===== config.mk =====
export PLATFORM = sky130hd
export DESIGN_NAME = fwd_hazard_unit
export DESIGN_NICKNAME = d
export VERILOG_FILES = /design/src/rtl/fwd_hazard_pkg.sv /design/src/rtl/fwd_operand_pick.sv /design/src/rtl/fwd_load_use_detect.sv /design/src/rtl/fwd_stall_ctrl.sv /design/src/rtl/fwd_hazard_unit.sv
export SDC_FILE = /design/constraint.sdc
export NUM_CORES = 1
export LEC_CHECK = 0
export BUFFER_PORTS_ARGS = -buffer_cell sky130_fd_sc_hd__buf_4
export CORE_MARGIN = 5
export CORE_UTILIZATION = 33
export CTS_CLUSTER_SIZE = 28
export DETAILED_ROUTE_END_ITERATION = 16
export PLACE_DENSITY = 0.78
export SLEW_MARGIN = 40
export SYNTH_ARGS = -nofsm -noshare
export SYNTH_HDL_FRONTEND = slang
export SYNTH_SLANG_ARGS = --single-unit

===== constraint.sdc =====
create_clock -name clk -period 1.4 [get_ports clk]
set_input_delay 0.07 -clock clk [delete_from_list [all_inputs] [get_ports clk]]
set_output_delay 0.07 -clock clk [all_outputs]
set_load 0.01 [all_outputs]

===== src/rtl/fwd_hazard_pkg.sv =====
package fwd_hazard_pkg;

    typedef enum logic [1:0] {
        SEL_REGFILE = 2'b00,
        SEL_MEMWB   = 2'b01,
        SEL_EXMEM   = 2'b10
    } opnd_sel_e;

    typedef enum logic {
        ST_FLOW   = 1'b0,
        ST_BUBBLE = 1'b1
    } stall_state_e;

endpackage


===== src/rtl/fwd_operand_pick.sv =====
module fwd_operand_pick
    import fwd_hazard_pkg::*;
#(
    parameter int REG_W = 5
) (
    input  logic             clk,
    input  logic             rst_n,
    input  logic [REG_W-1:0] src,
    input  logic [REG_W-1:0] xm_dst,
    input  logic             xm_wen,
    input  logic [REG_W-1:0] mw_dst,
    input  logic             mw_wen,
    output opnd_sel_e        sel
);
    localparam logic [REG_W-1:0] ZERO_REG = '0;

    logic xm_hit;
    logic mw_hit;

    // A producer qualifies only when it writes and its target is not the zero register.
    always_comb begin
        xm_hit = xm_wen && (xm_dst != ZERO_REG) && (xm_dst == src);
        mw_hit = mw_wen && (mw_dst != ZERO_REG) && (mw_dst == src);
    end

    // The younger producer wins when both match.
    always_comb begin
        unique case ({xm_hit, mw_hit})
            2'b10, 2'b11: sel = SEL_EXMEM;
            2'b01:        sel = SEL_MEMWB;
            default:      sel = SEL_REGFILE;
        endcase
    end

    p_sel_legal_r3: assert property (@(posedge clk) disable iff (!rst_n)
        $onehot0(sel));

    p_no_zero_fwd_r7: assert property (@(posedge clk) disable iff (!rst_n)
        (sel != SEL_REGFILE) |-> (src != ZERO_REG));

endmodule


===== src/rtl/fwd_load_use_detect.sv =====
module fwd_load_use_detect #(
    parameter int REG_W = 5,
    parameter int N_SRC = 2
) (
    input  logic                        clk,
    input  logic                        rst_n,
    input  logic [REG_W-1:0]            dx_dst,
    input  logic                        dx_load,
    input  logic [N_SRC-1:0][REG_W-1:0] dec_src,
    input  logic [N_SRC-1:0]            dec_use,
    output logic                        hazard
);
    localparam logic [REG_W-1:0] ZERO_REG = '0;

    logic [N_SRC-1:0] src_hit;
    logic             load_live;

    assign load_live = dx_load && (dx_dst != ZERO_REG);

    for (genvar i = 0; i < N_SRC; i++) begin : g_src
        assign src_hit[i] = load_live && dec_use[i] && (dec_src[i] == dx_dst);
    end

    assign hazard = |src_hit;

    p_hazard_needs_load_r9: assert property (@(posedge clk) disable iff (!rst_n)
        hazard |-> dx_load);

endmodule


===== src/rtl/fwd_stall_ctrl.sv =====
module fwd_stall_ctrl
    import fwd_hazard_pkg::*;
(
    input  logic clk,
    input  logic rst_n,
    input  logic hazard,
    output logic stall
);
    stall_state_e state_q;
    stall_state_e state_d;

    // State register
    always_ff @(posedge clk) begin
        if (!rst_n) state_q <= ST_FLOW;
        else        state_q <= state_d;
    end

    // Transitions: T_DETECT (FLOW->BUBBLE), T_RELEASE (BUBBLE->FLOW)
    always_comb begin
        state_d = state_q;
        unique case (state_q)
            ST_FLOW:   if (hazard) state_d = ST_BUBBLE;
            ST_BUBBLE: state_d = ST_FLOW;
            default:   state_d = ST_FLOW;
        endcase
    end

    // Outputs
    always_comb begin
        stall = 1'b0;
        unique case (state_q)
            ST_FLOW:   stall = hazard;
            ST_BUBBLE: stall = 1'b0;
            default:   stall = 1'b0;
        endcase
    end

    p_single_stall_r10: assert property (@(posedge clk) disable iff (!rst_n)
        stall |=> !stall);

endmodule


===== src/rtl/fwd_hazard_unit.sv =====
module fwd_hazard_unit
    import fwd_hazard_pkg::*;
#(
    parameter int REG_W = 5
) (
    input  logic             clk,
    input  logic             rst_n,
    input  logic [REG_W-1:0] ex_src_a,
    input  logic [REG_W-1:0] ex_src_b,
    input  logic [REG_W-1:0] xm_dst,
    input  logic             xm_wen,
    input  logic [REG_W-1:0] mw_dst,
    input  logic             mw_wen,
    input  logic [REG_W-1:0] dx_dst,
    input  logic             dx_load,
    input  logic [REG_W-1:0] dec_src_a,
    input  logic [REG_W-1:0] dec_src_b,
    input  logic             dec_use_a,
    input  logic             dec_use_b,
    output logic [1:0]       sel_a,
    output logic [1:0]       sel_b,
    output logic             hold_pc,
    output logic             hold_dec,
    output logic             bubble
);
    localparam int N_OPND = 2;

    logic      [N_OPND-1:0][REG_W-1:0] ex_src;
    logic      [N_OPND-1:0][REG_W-1:0] dec_src;
    logic      [N_OPND-1:0]            dec_use;
    opnd_sel_e                         opnd_sel [N_OPND];
    logic                              hazard;
    logic                              stall;

    assign ex_src  = {ex_src_b, ex_src_a};
    assign dec_src = {dec_src_b, dec_src_a};
    assign dec_use = {dec_use_b, dec_use_a};

    for (genvar k = 0; k < N_OPND; k++) begin : g_opnd
        fwd_operand_pick #(.REG_W(REG_W)) u_pick (
            .clk    (clk),
            .rst_n  (rst_n),
            .src    (ex_src[k]),
            .xm_dst (xm_dst),
            .xm_wen (xm_wen),
            .mw_dst (mw_dst),
            .mw_wen (mw_wen),
            .sel    (opnd_sel[k])
        );
    end

    fwd_load_use_detect #(.REG_W(REG_W), .N_SRC(N_OPND)) u_detect (
        .clk     (clk),
        .rst_n   (rst_n),
        .dx_dst  (dx_dst),
        .dx_load (dx_load),
        .dec_src (dec_src),
        .dec_use (dec_use),
        .hazard  (hazard)
    );

    fwd_stall_ctrl u_stall (
        .clk    (clk),
        .rst_n  (rst_n),
        .hazard (hazard),
        .stall  (stall)
    );

    assign sel_a    = opnd_sel[0];
    assign sel_b    = opnd_sel[1];
    assign hold_pc  = stall;
    assign hold_dec = stall;
    assign bubble   = stall;

    p_stall_has_load_r8: assert property (@(posedge clk) disable iff (!rst_n)
        bubble |-> (dx_load && (dx_dst != '0)));

endmodule


# After elaboration in Yosys (flattened, before gate mapping)
# Index checks and enable logic that the tools add are counted.
# word_totals
input_bits,42
register_bits,1
# op_classes
reduce_logical,17
n_bitwise,1
muxes,5
eq_ne,12
# op_table
cell,count
$eq 5x5->1,6
$reduce_bool 5->1,3
$logic_and 1x1->1,11
$eq 2x2->1 const B,4
$pmux 2 s2,2
$reduce_or 2->1,3
$eq 2x1->1 const B,2
$pmux 1 s2,2
$mux 1,1
$not 1->1,1

# Depth between registers and ports, before layout
# Gate-level depths: netlist (run 1).
# logic_depth
depth_word,7
ltp_mapped,5

# Hierarchy
# From an unflattened synthesis (run 1), not the netlist that was laid out.
# hier_totals
hier_cells,62
area_unflattened_um2,486.7
# modules_own_cells
mod,seq_area_each_um2,area_per_inst_um2,n_inst,cells_per_inst
fwd_operand_pick,0.0,151.4,2,20
fwd_load_use_detect,0.0,133.9,1,17
fwd_stall_ctrl,20.0,35.0,1,3
fwd_hazard_unit,0.0,15.0,1,2

# Least setup slack after synthesis (run 1)
# OpenSTA, ideal clock, no wires.
# synth_path
path_type,input to output
from,input xm_dst[0]
to,output sel_a[0]
t_arrival_ns,1.214
required_time_ns,1.330
path_stages,4
slack_ns,0.116
path_buffers,0
path_cell_list,or4_1 -> o21ai_2 -> nor4_1 -> nor4_2
# synth_via
elab_chain_len,6
elab_cells_between_ends,9
cone_classes,eq/ne (4); mux (1); reduce/logical (4)
# synth_rtl
item,line_no,source
"start, declared",fwd_hazard_unit.sv:10,"input logic [REG_W-1:0] xm_dst,"
$reduce_bool 5->1,fwd_operand_pick.sv:22,xm_hit = xm_wen && (xm_dst != ZERO_REG) && (xm_dst == src);
$logic_and 1x1->1,fwd_operand_pick.sv:22,
$logic_and 1x1->1 (*),fwd_operand_pick.sv:22,
$eq 2x2->1,fwd_operand_pick.sv:28,"unique case ({xm_hit, mw_hit})"
$reduce_or 2->1,fwd_operand_pick.sv:28,
$pmux 2 s2 (*),fwd_operand_pick.sv:28,
"end, declared",fwd_hazard_unit.sv:20,"output logic [1:0] sel_a,"
# Mark *: on every way between the ends. The rest lies on a longest branch, timed or not.

# Worst setup path after layout (run 1)
# layout_path
from,input ex_src_a[4]
to,output sel_a[0]
# layout_via
elab_chain_len,5
elab_cells_between_ends,9
cone_classes,eq/ne (5); mux (1); reduce/logical (3)
# layout_rtl
item,line_no,source
"start, declared",fwd_hazard_unit.sv:8,"input logic [REG_W-1:0] ex_src_a,"
"$eq 5x5->1, on equally long branches","fwd_operand_pick.sv:23, fwd_operand_pick.sv:22",
"$logic_and 1x1->1, on equally long branches","fwd_operand_pick.sv:23, fwd_operand_pick.sv:22",
$eq 2x2->1,fwd_operand_pick.sv:28,
$reduce_or 2->1,fwd_operand_pick.sv:28,
$pmux 2 s2 (*),fwd_operand_pick.sv:28,
# Marked as above.

==> flow_metrics.tcl, run 1 <==
set metrics [dict create \
    synthMuxAreaShare 0 \
    cp.arrival_ns 1.33 \
    min_period_ns 1.40 \
    power_uw 273 \
    synthDistinctLibCells 18 \
    sequentialPowerShare 0.108 \
    dr.first_iter.drc_count 3 \
    synth_fa_ha_area_frac 0 \
    status "finished, violations left" \
    clk_latency_ns 0 \
    syn_avg_cell_area_sq_um 8.02 \
    die_area_sq_um 2200 \
    synth_top_family_by_area "XOR/XNOR gates" \
    irDropWorstVdd_mv 0.163 \
    rsz0062_at_grt "true" \
    ant_nets 0 \
    cp-end-kind "primary output" \
    nets 149 \
    drive_gt1_frac 0.562 \
    drc_errors 0 \
    clkTransAtPathRegs_ns 0 \
    critical_path.max_fanout 2 \
    cp_cell_sequence "buf_4 -> xor2_1 -> or4_4 -> nor4_4 -> buf_4" \
    holdPathEnd "u_stall.state_q" \
    synth_simple_gate_area_share 0.292 \
    cp_data_required_time_ns 1.33 \
    vias 590 \
    cp-startpoint "ex_src_a[4]" \
    core.rowCount 13 \
    layout_setup_ws_ns -0.00334 \
    p_int_uw 176 \
    grtUsageMet1 0.162 \
    setup_viol 1 \
    place_hpwl_microns 1410 \
    start_kind "primary input" \
    max_freq_ghz 0.713 \
    top_regs "u_stall.state_q (1)" \
    diodes 0 \
    synthesis.area_sq_um 449 \
    core_area_sq_um 1300 \
    r2r_end "u_stall.state_q" \
    worst_pin_slew_ns 0.394 \
    first_pass_iters 2 \
    pwr-share-comb 0.892 \
    fill_cells 102 \
    dpl_cell_area_sq_um 836 \
    pwr-share-clk 0 \
    syn_inst 56 \
    routed_wirelength_microns 1590 \
    p_leak_uw 0.000391 \
    clock_skew_ns 0 \
    hold_class "primary input to flip-flop" \
    cp_num_buf_inv 2 \
    ios 49 \
    place_congestion 0.776 \
    r2r_slack_ns 0.73 \
    p_sw_frac 0.356 \
    top_register "u_stall.state_q" \
    slew_viol_final 0 \
    syn_to_final_growth_pct 95.8 \
    grt_use_met2 0.271 \
    syn_nets 98 \
    relSlewSlack 0.735 \
    grt_pass1_wl_microns 2370 \
    layout_commonest_cell "buf_4" \
    via_per_inst 4.92 \
    yosysWarningCount 0 \
    ys_ff_latch 1 \
    gr-total-overflow 0 \
    start_util 0.345 \
    r2r_cells 2 \
    largest_reg_flops 1 \
    io_buffers 48 \
    antenna_found_initial 0 \
    synth_xor_xnor_area_share 0.585 \
    fin_area_sq_um 880 \
    crit_path_max_incr_delay_ns 0.56 \
    globalRouteMet3Util 0.0536 \
    crit_top_cell "buf_4" \
    path_delay_family "simple AND/OR/NAND/NOR gates" \
    grt_start_max_net_pins 4 \
    crit_type "primary input to primary output" \
    worst_path_max_delay_cell "or4_4" \
    power.switching_uw 97.3 \
    ys_seq_area_frac 0.0446 \
    grt.total_usage 0.144 \
    top_usage_layer "met2" \
    dieHeight_microns 46.9 \
    hold_depth 2 \
    r2r_start "u_stall.state_q" \
    violations "setup timing" \
    fin_crit_sh 1.00 \
    fin_tns_setup_ns -0.00334 \
    detail_route.wl_per_cell_microns 13.2 \
    final_cell_mix "buf_4 (50), xnor2_1 (16), xor2_1 (14)" \
    hp-start "rst_n" \
    postCtsSetupRepairBufs 0 \
    grt_pass1_vias 620 \
    power.density_nw_per_um2 310 \
    cap_violations 0 \
    synth_compound_area_frac 0.0446 \
    die_x_microns 46.9 \
    hold_viol 0 \
]
## worst register-to-register path: cells and delay by family (launching register included)
kind          cells  cell delay (ns)
simple gates      2             0.33
flops             1             0.28
## power groups by stage
stage                     combinational, uW  clock (uW)  sequential, uW
after detailed placement                227           0            29.5
after floorplan                        87.9           0            29.4
after global placement                  224           0            29.5
after CTS                               235           0            29.5
after global routing                    263           0            29.5
final                                   244           0            29.5
## per-stage QoR
step	hold slack, ns	utilization	worst slack, ns	cells
floorplan	0.241	-	0.116	56
global placement	0.324	0.642	-0.0375	120
detailed placement	0.337	0.642	-0.0605	120
CTS	0.331	0.657	-0.0427	120
global route	0.343	0.676	-0.0655	120
finish	0.327	0.676	-0.00334	120
## cell families after synthesis
logic type	count (synthesis)
flip-flops	1
XOR/XNOR	30
buffers and inverters	2
AO/OA/AOI/OAI	3
AND/OR/NAND/NOR	20
## synth_stat cells
library cell	number	area, sq um
nor2_1	1	3.75
dfxtp_1	1	20.0
o21ai_2	1	8.76
o22ai_1	1	6.26
xnor2_1	16	140
o21ai_1	1	5.00
nor4_1	2	12.5
and4_1	1	8.76
nand4_1	2	12.5
nand2_1	3	11.3
nor4_2	2	25.0
buf_4	2	15.0
and3_1	1	6.26
nand3_1	2	10.0
nor2b_1	1	6.26
or4_1	4	30.0
xor2_1	14	123
nor3_1	1	5.00
## worst max path at each step
stage | slack [ns] | cells past startpoint | to
CTS | -0.04 | 6 | sel_a[1]
detailed placement | -0.06 | 6 | sel_a[0]
floorplan | 0.12 | 4 | sel_a[0]
global placement | -0.04 | 6 | sel_a[0]
global route | -0.07 | 5 | sel_a[0]
finish | -0.003 | 5 | sel_a[0]
## timing repair
action	CTS	global route
gates resized for setup	3	5
setup endpoints to repair	2	3
hold buffers	0	0
pin swaps	3	4
## layer usage
metal / vias to the layer above / part of all wire
li1: 295 / -
met1: 248 / 0.36
met2: 47 / 0.42
met3: 0 / 0.22
met4: 0 / 0
met5: - / 0
## cell type report
type                    count  area [sq um]  area share
multi-input cells          53           454       0.516
repair buffers             51           387       0.440
flip-flops and latches      1          20.0      0.0228
well taps                  15          18.8      0.0213
Power figures use the tool's default switching activity.
==> run 2, diff against run 1 <==
--- a/config.mk
+++ b/config.mk
@@ -8,7 +8,6 @@
 export BUFFER_PORTS_ARGS = -buffer_cell sky130_fd_sc_hd__buf_4
 export CORE_MARGIN = 5
 export CORE_UTILIZATION = 33
-export CTS_CLUSTER_SIZE = 28
 export DETAILED_ROUTE_END_ITERATION = 16
 export PLACE_DENSITY = 0.78
 export SLEW_MARGIN = 40
==> constraint.sdc (replaced) <==
create_clock -name clk -period 1.45 [get_ports clk]
set_input_delay 0.0725 -clock clk [delete_from_list [all_inputs] [get_ports clk]]
set_output_delay 0.0725 -clock clk [all_outputs]
set_load 0.01 [all_outputs]
==> run 2 against run 1 <==
  * The flow now finishes without violations
  * Largest cell class unchanged
  * Combinational power shrank 8.6%
  * Core utilization shrank 2.3 points
  * Critical endpoint is now sel_b[0]
  * Cell area shrank 3.4%
==> flow_metrics.tcl, run 2 (synthesis results as in run 1) <==
set metrics [dict create \
    status "completed" \
    place_hpwl_microns 1410 \
    pwr-share-clk 0 \
    grtUsageMet1 0.157 \
    hold_viol 0 \
    via_per_inst 4.85 \
    fin_tns_setup_ns 0 \
    ant_nets 0 \
    globalRouteMet3Util 0.0536 \
    core_area_sq_um 1300 \
    ios 49 \
    setup_viol 0 \
    nets 149 \
    finalHoldWorstSlack_ns 0.330 \
    dr.first_iter.drc_count 2 \
    cp_num_buf_inv 2 \
    die_x_microns 46.9 \
    sequentialPowerShare 0.113 \
    pwr-share-comb 0.887 \
    worst_path_max_delay_cell "or4_4" \
    fin_crit_sh 0.997 \
    detail_route.wl_per_cell_microns 12.7 \
    cp.arrival_ns 1.37 \
    p_leak_uw 0.000387 \
    layout_commonest_cell "buf_4" \
    grt_start_max_net_pins 4 \
    clock_skew_ns 0 \
    grt_pass1_wl_microns 2350 \
    multi_input_area_sq_um 428 \
    largest_reg_flops 1 \
    gr-total-overflow 0 \
    grt_pass1_vias 625 \
    clkTransAtPathRegs_ns 0 \
    first_pass_iters 2 \
    register_area_sq_um 20.0 \
    place_congestion 0.776 \
    die_area_sq_um 2200 \
    r2r_cells 2 \
    grt_use_met2 0.268 \
    grt.total_usage 0.141 \
    top_regs "u_stall.state_q (1)" \
    min_period_ns 1.45 \
    routed_wirelength_microns 1530 \
    top_register "u_stall.state_q" \
    layout_setup_ws_ns 0.00367 \
    final_cell_mix "buf_4 (51), xnor2_1 (16), xor2_1 (14), nor4_2 (3), nand2_1 (3)" \
    cp.depth 6 \
    power_uw 251 \
    diodes 0 \
    worst_pin_slew_ns 0.433 \
    start_kind "primary input" \
    drc_errors 0 \
    power.density_nw_per_um2 296 \
    syn_to_final_growth_pct 89.1 \
    rsz0062_at_grt "true" \
    clk_latency_ns 0 \
    max_freq_ghz 0.691 \
    cp_cell_sequence "buf_4 -> or4_4 -> o21ai_2 -> nor4_2 -> nor4_2 -> buf_4" \
    cp_data_required_time_ns 1.38 \
    crit_path_max_incr_delay_ns 0.52 \
    hold_class "primary input to flip-flop" \
    antenna_found_initial 0 \
    drive_gt1_frac 0.543 \
    cp-end-kind "primary output" \
    top_usage_layer "met2" \
    place_ws_ns -0.0155 \
    p_sw_frac 0.342 \
    core.rowCount 13 \
    fill_cells 103 \
    crit_type "primary input to primary output" \
    p_int_uw 165 \
    relSlewSlack 0.709 \
    dieHeight_microns 46.9 \
    slew_viol_final 0 \
    vias 582 \
    power.switching_uw 86.1 \
    critical_path.max_fanout 2 \
    hold_depth 2 \
    start_util 0.345 \
    io_buffers 48 \
    irDropWorstVdd_mv 0.134 \
    cap_violations 0 \
    path_delay_family "simple AND/OR/NAND/NOR gates" \
]
==> run 2: changes by cell type in the layout (fill, tap and decap cells not counted) <==
cell,change
nor4_1,+1
buf_6,-1
buf_4,+1
nor4_4,-1
or4_4,-1
or4_1,+1
o21ai_2,+1
o21ai_4,-1
==> run 2: path summary, 6_finish.rpt <==
kind	from	to	slack, ns
hold / removal	rst_n	u_stall.state_q	0.33
setup / recovery	xm_dst[0]	sel_b[0]	0.004
setup reg to reg	u_stall.state_q	u_stall.state_q	0.78
hold reg to reg	u_stall.state_q	u_stall.state_q	0.58
==> run 2: area by class of cell <==
type | instances | area share
Multi-Input combinational cell | 53 | 0.504
Tap cell | 15 | 0.0221
Timing Repair Buffer | 51 | 0.451
Sequential cell | 1 | 0.0236
==> run 2: worst register-to-register path, cell delays in order (launching register included) <==
cell and delay [ns]:
dfxtp_1 0.28, nor2b_1 0.14, and4_1 0.19
==> run 2: power groups by stage <==
stage / Combinational, uW / Sequential, uW / Clock [uW]
6_report: 223 / 28.5 / 0
5_1_grt: 243 / 28.5 / 0
4_1_cts: 222 / 28.5 / 0
3_5_place_dp: 219 / 28.5 / 0
3_3_place_gp: 216 / 28.4 / 0
2_1_floorplan: 84.9 / 28.4 / 0
==> run 2: routing by layer <==
metal,up-vias,part of all wire
met3,0,0.23
met1,241,0.33
met4,0,0
met2,47,0.44
li1,294,-
met5,-,0
==> run 2: metrics by stage <==
stage | cells | instance area (sq um) | utilization
after floorplan | 56 | 449 | -
after global placement | 120 | 836 | 0.642
after detailed placement | 120 | 836 | 0.642
after CTS | 120 | 840 | 0.645
after global routing | 120 | 850 | 0.653
final | 120 | 850 | 0.653
==> run 2: what timing repair did <==
action                     CTS  global route
pin swaps                    1             1
hold buffers                 0             0
setup endpoints to repair    1             2
gates resized for setup      1             2
setup buffers                0             0
==> run 3, diff against run 2 <==
--- a/config.mk
+++ b/config.mk
@@ -7,10 +7,10 @@
 export LEC_CHECK = 0
 export BUFFER_PORTS_ARGS = -buffer_cell sky130_fd_sc_hd__buf_4
 export CORE_MARGIN = 5
-export CORE_UTILIZATION = 33
+export CORE_UTILIZATION = 30
 export DETAILED_ROUTE_END_ITERATION = 16
-export PLACE_DENSITY = 0.78
-export SLEW_MARGIN = 40
+export PLACE_DENSITY = 0.74
+export SLEW_MARGIN = 20
 export SYNTH_ARGS = -nofsm -noshare
 export SYNTH_HDL_FRONTEND = slang
 export SYNTH_SLANG_ARGS = --single-unit
==> constraint.sdc (replaced) <==
create_clock -name clk -period 1.25 [get_ports clk]
set_input_delay 0.0625 -clock clk [delete_from_list [all_inputs] [get_ports clk]]
set_output_delay 0.0625 -clock clk [all_outputs]
set_load 0.01 [all_outputs]
==> run 3 against run 2 <==
  * The flow now finishes with violations (setup timing)
  * Wire length increased by 18%
  * Core utilization increased by 2.4 points
  * Sequential share of layout area decreased by 0.32 points
  * Critical path depth unchanged
  * First-iteration DRC count decreased by 100%
  * Cell area increased by 16%
  * Total power increased by 34%
  * Setup slack got worse by 0.077 ns
  * Flip-flop and latch count unchanged
  * Clock skew unchanged
  * Critical path type unchanged
==> flow_metrics.tcl, run 3 (synthesis results as in run 1) <==
set metrics [dict create \
    status "finished, violations left" \
    violations "setup timing" \
    hold_class "primary input to flip-flop" \
    hp-start "rst_n" \
    r2r_start "u_stall.state_q" \
    antenna_found_initial 0 \
    cap_violations 0 \
    ctsHoldBuffers 0 \
    p_sw_frac 0.355 \
    place_congestion 0.786 \
    drive_gt1_frac 0.602 \
    grt_pass1_vias 704 \
    clock_skew_ns 0 \
    vias 641 \
    diodes 0 \
    fin_crit_sh 1.06 \
    clk_latency_ns 0 \
    register_area_sq_um 20.0 \
    relSlewSlack 0.825 \
    postCtsSetupRepairBufs 0 \
    power.density_nw_per_um2 343 \
    slew_viol_final 0 \
    critical_path.max_fanout 3 \
    max_freq_ghz 0.756 \
    dr.first_iter.drc_count 0 \
    layout_setup_ws_ns -0.0731 \
    core.rowCount 14 \
    p_leak_uw 0.000451 \
    layout_commonest_cell "buf_4" \
    final_cell_mix "buf_4 (53), xnor2_1 (14), xor2_1 (14), buf_6 (5), nand2_1 (3)" \
    grt.total_usage 0.144 \
    top_regs "u_stall.state_q (1)" \
    fill_cells 122 \
    setup_viol 4 \
    cp.arrival_ns 1.26 \
    holdPathEnd "u_stall.state_q" \
    start_kind "primary input" \
    min_period_ns 1.32 \
    detail_route.wl_per_cell_microns 14.0 \
    drc_errors 0 \
    sequentialPowerShare 0.098 \
    hold_depth 2 \
    cp_data_required_time_ns 1.19 \
    first_pass_iters 1 \
    top_register "u_stall.state_q" \
    core_area_sq_um 1450 \
    finalHoldWorstSlack_ns 0.326 \
    irDropWorstVdd_mv 0.162 \
    fin_tns_setup_ns -0.209 \
    grt_pass1_wl_microns 2890 \
    place_hpwl_microns 1580 \
    largest_reg_flops 1 \
    ios 49 \
    r2r_end "u_stall.state_q" \
    rsz0062_at_grt "true" \
    power_uw 338 \
    dieHeight_microns 48.7 \
    clkTransAtPathRegs_ns 0 \
    io_buffers 48 \
    worst_pin_slew_ns 0.260 \
    syn_to_final_growth_pct 119 \
    pwr-share-clk 0 \
    p_int_uw 218 \
    via_per_inst 4.97 \
    routed_wirelength_microns 1810 \
    r2r_slack_ns 0.58 \
    gr-total-overflow 0 \
    cp-end-kind "primary output" \
    hold_viol 0 \
    multi_input_area_sq_um 474 \
    start_util 0.309 \
    grt_start_max_net_pins 4 \
    crit_type "primary input to primary output" \
    power.switching_uw 120 \
    place_ws_ns -0.142 \
    r2r_cells 2 \
    nets 157 \
    die_area_sq_um 2370 \
    ant_nets 0 \
    die_x_microns 48.7 \
    pwr-share-comb 0.902 \
]
run 3: cell types whose count changed in the layout (fill, tap and decap cells not counted), moves of 2 or more:
cell     before  now
xnor2_2       0    2
xnor2_1      16   14
buf_6         0    5
buf_4        51   53
nor4_4        0    2
run 3: worst max-delay path by stage:
stage / end / depth (start not counted) / slack [ns] / start
after floorplan: sel_a[0] / 4 / 0.09 / mw_dst[2]
after global placement: sel_a[0] / 5 / -0.13 / mw_dst[4]
after detailed placement: sel_a[0] / 6 / -0.14 / mw_dst[4]
after CTS: sel_b[0] / 6 / -0.08 / xm_dst[0]
after global routing: sel_a[0] / 6 / -0.12 / mw_dst[2]
final: sel_a[0] / 6 / -0.07 / xm_dst[0]
run 3: per-stage QoR:
stage,cells,util,area (sq um)
6_report,129,0.676,983
5_1_grt,129,0.676,983
4_1_cts,129,0.661,961
3_5_place_dp,129,0.617,897
3_3_place_gp,129,0.617,897
2_1_floorplan,56,-,449
run 3: repair_timing:
| item | 4_1_cts | 5_1_grt |
|---|---|---|
| cloned | 0 | 0 |
| pin swaps | 5 | 2 |
| endpoints found under the setup margin | 4 | 4 |
| resized for setup | 12 | 4 |
run 3: power by group through the flow:
stage | combinational [uW] | sequential, uW | clock [uW]
finish | 305 | 33.0 | 0
global placement | 266 | 33.0 | 0
floorplan | 98.8 | 33.0 | 0
detailed placement | 272 | 33.0 | 0
global route | 330 | 33.0 | 0
CTS | 296 | 33.0 | 0
run 3: routing by layer:
| metal | wire length [microns] | vias up | GRT usage |
|---|---|---|---|
| met5 | 0 | - | 0 |
| met4 | 0 | 0 | 0 |
| met3 | 236 | 0 | 0.0491 |
| met2 | 938 | 43 | 0.285 |
| met1 | 631 | 286 | 0.152 |
| li1 | - | 312 | - |
run 3: critical path, cell delays in order:
cell and delay [ns]:
buf_8 0.10, or4_4 0.54, o21ai_4 0.20, nor4_4 0.06, nor4_2 0.14, buf_4 0.16
run 3: cell type report:
cell class / instances / area share
Timing Repair Buffer: 59 / 0.477
Tap cell: 16 / 0.0204
Sequential cell: 1 / 0.0204
Multi-Input combinational cell: 53 / 0.482
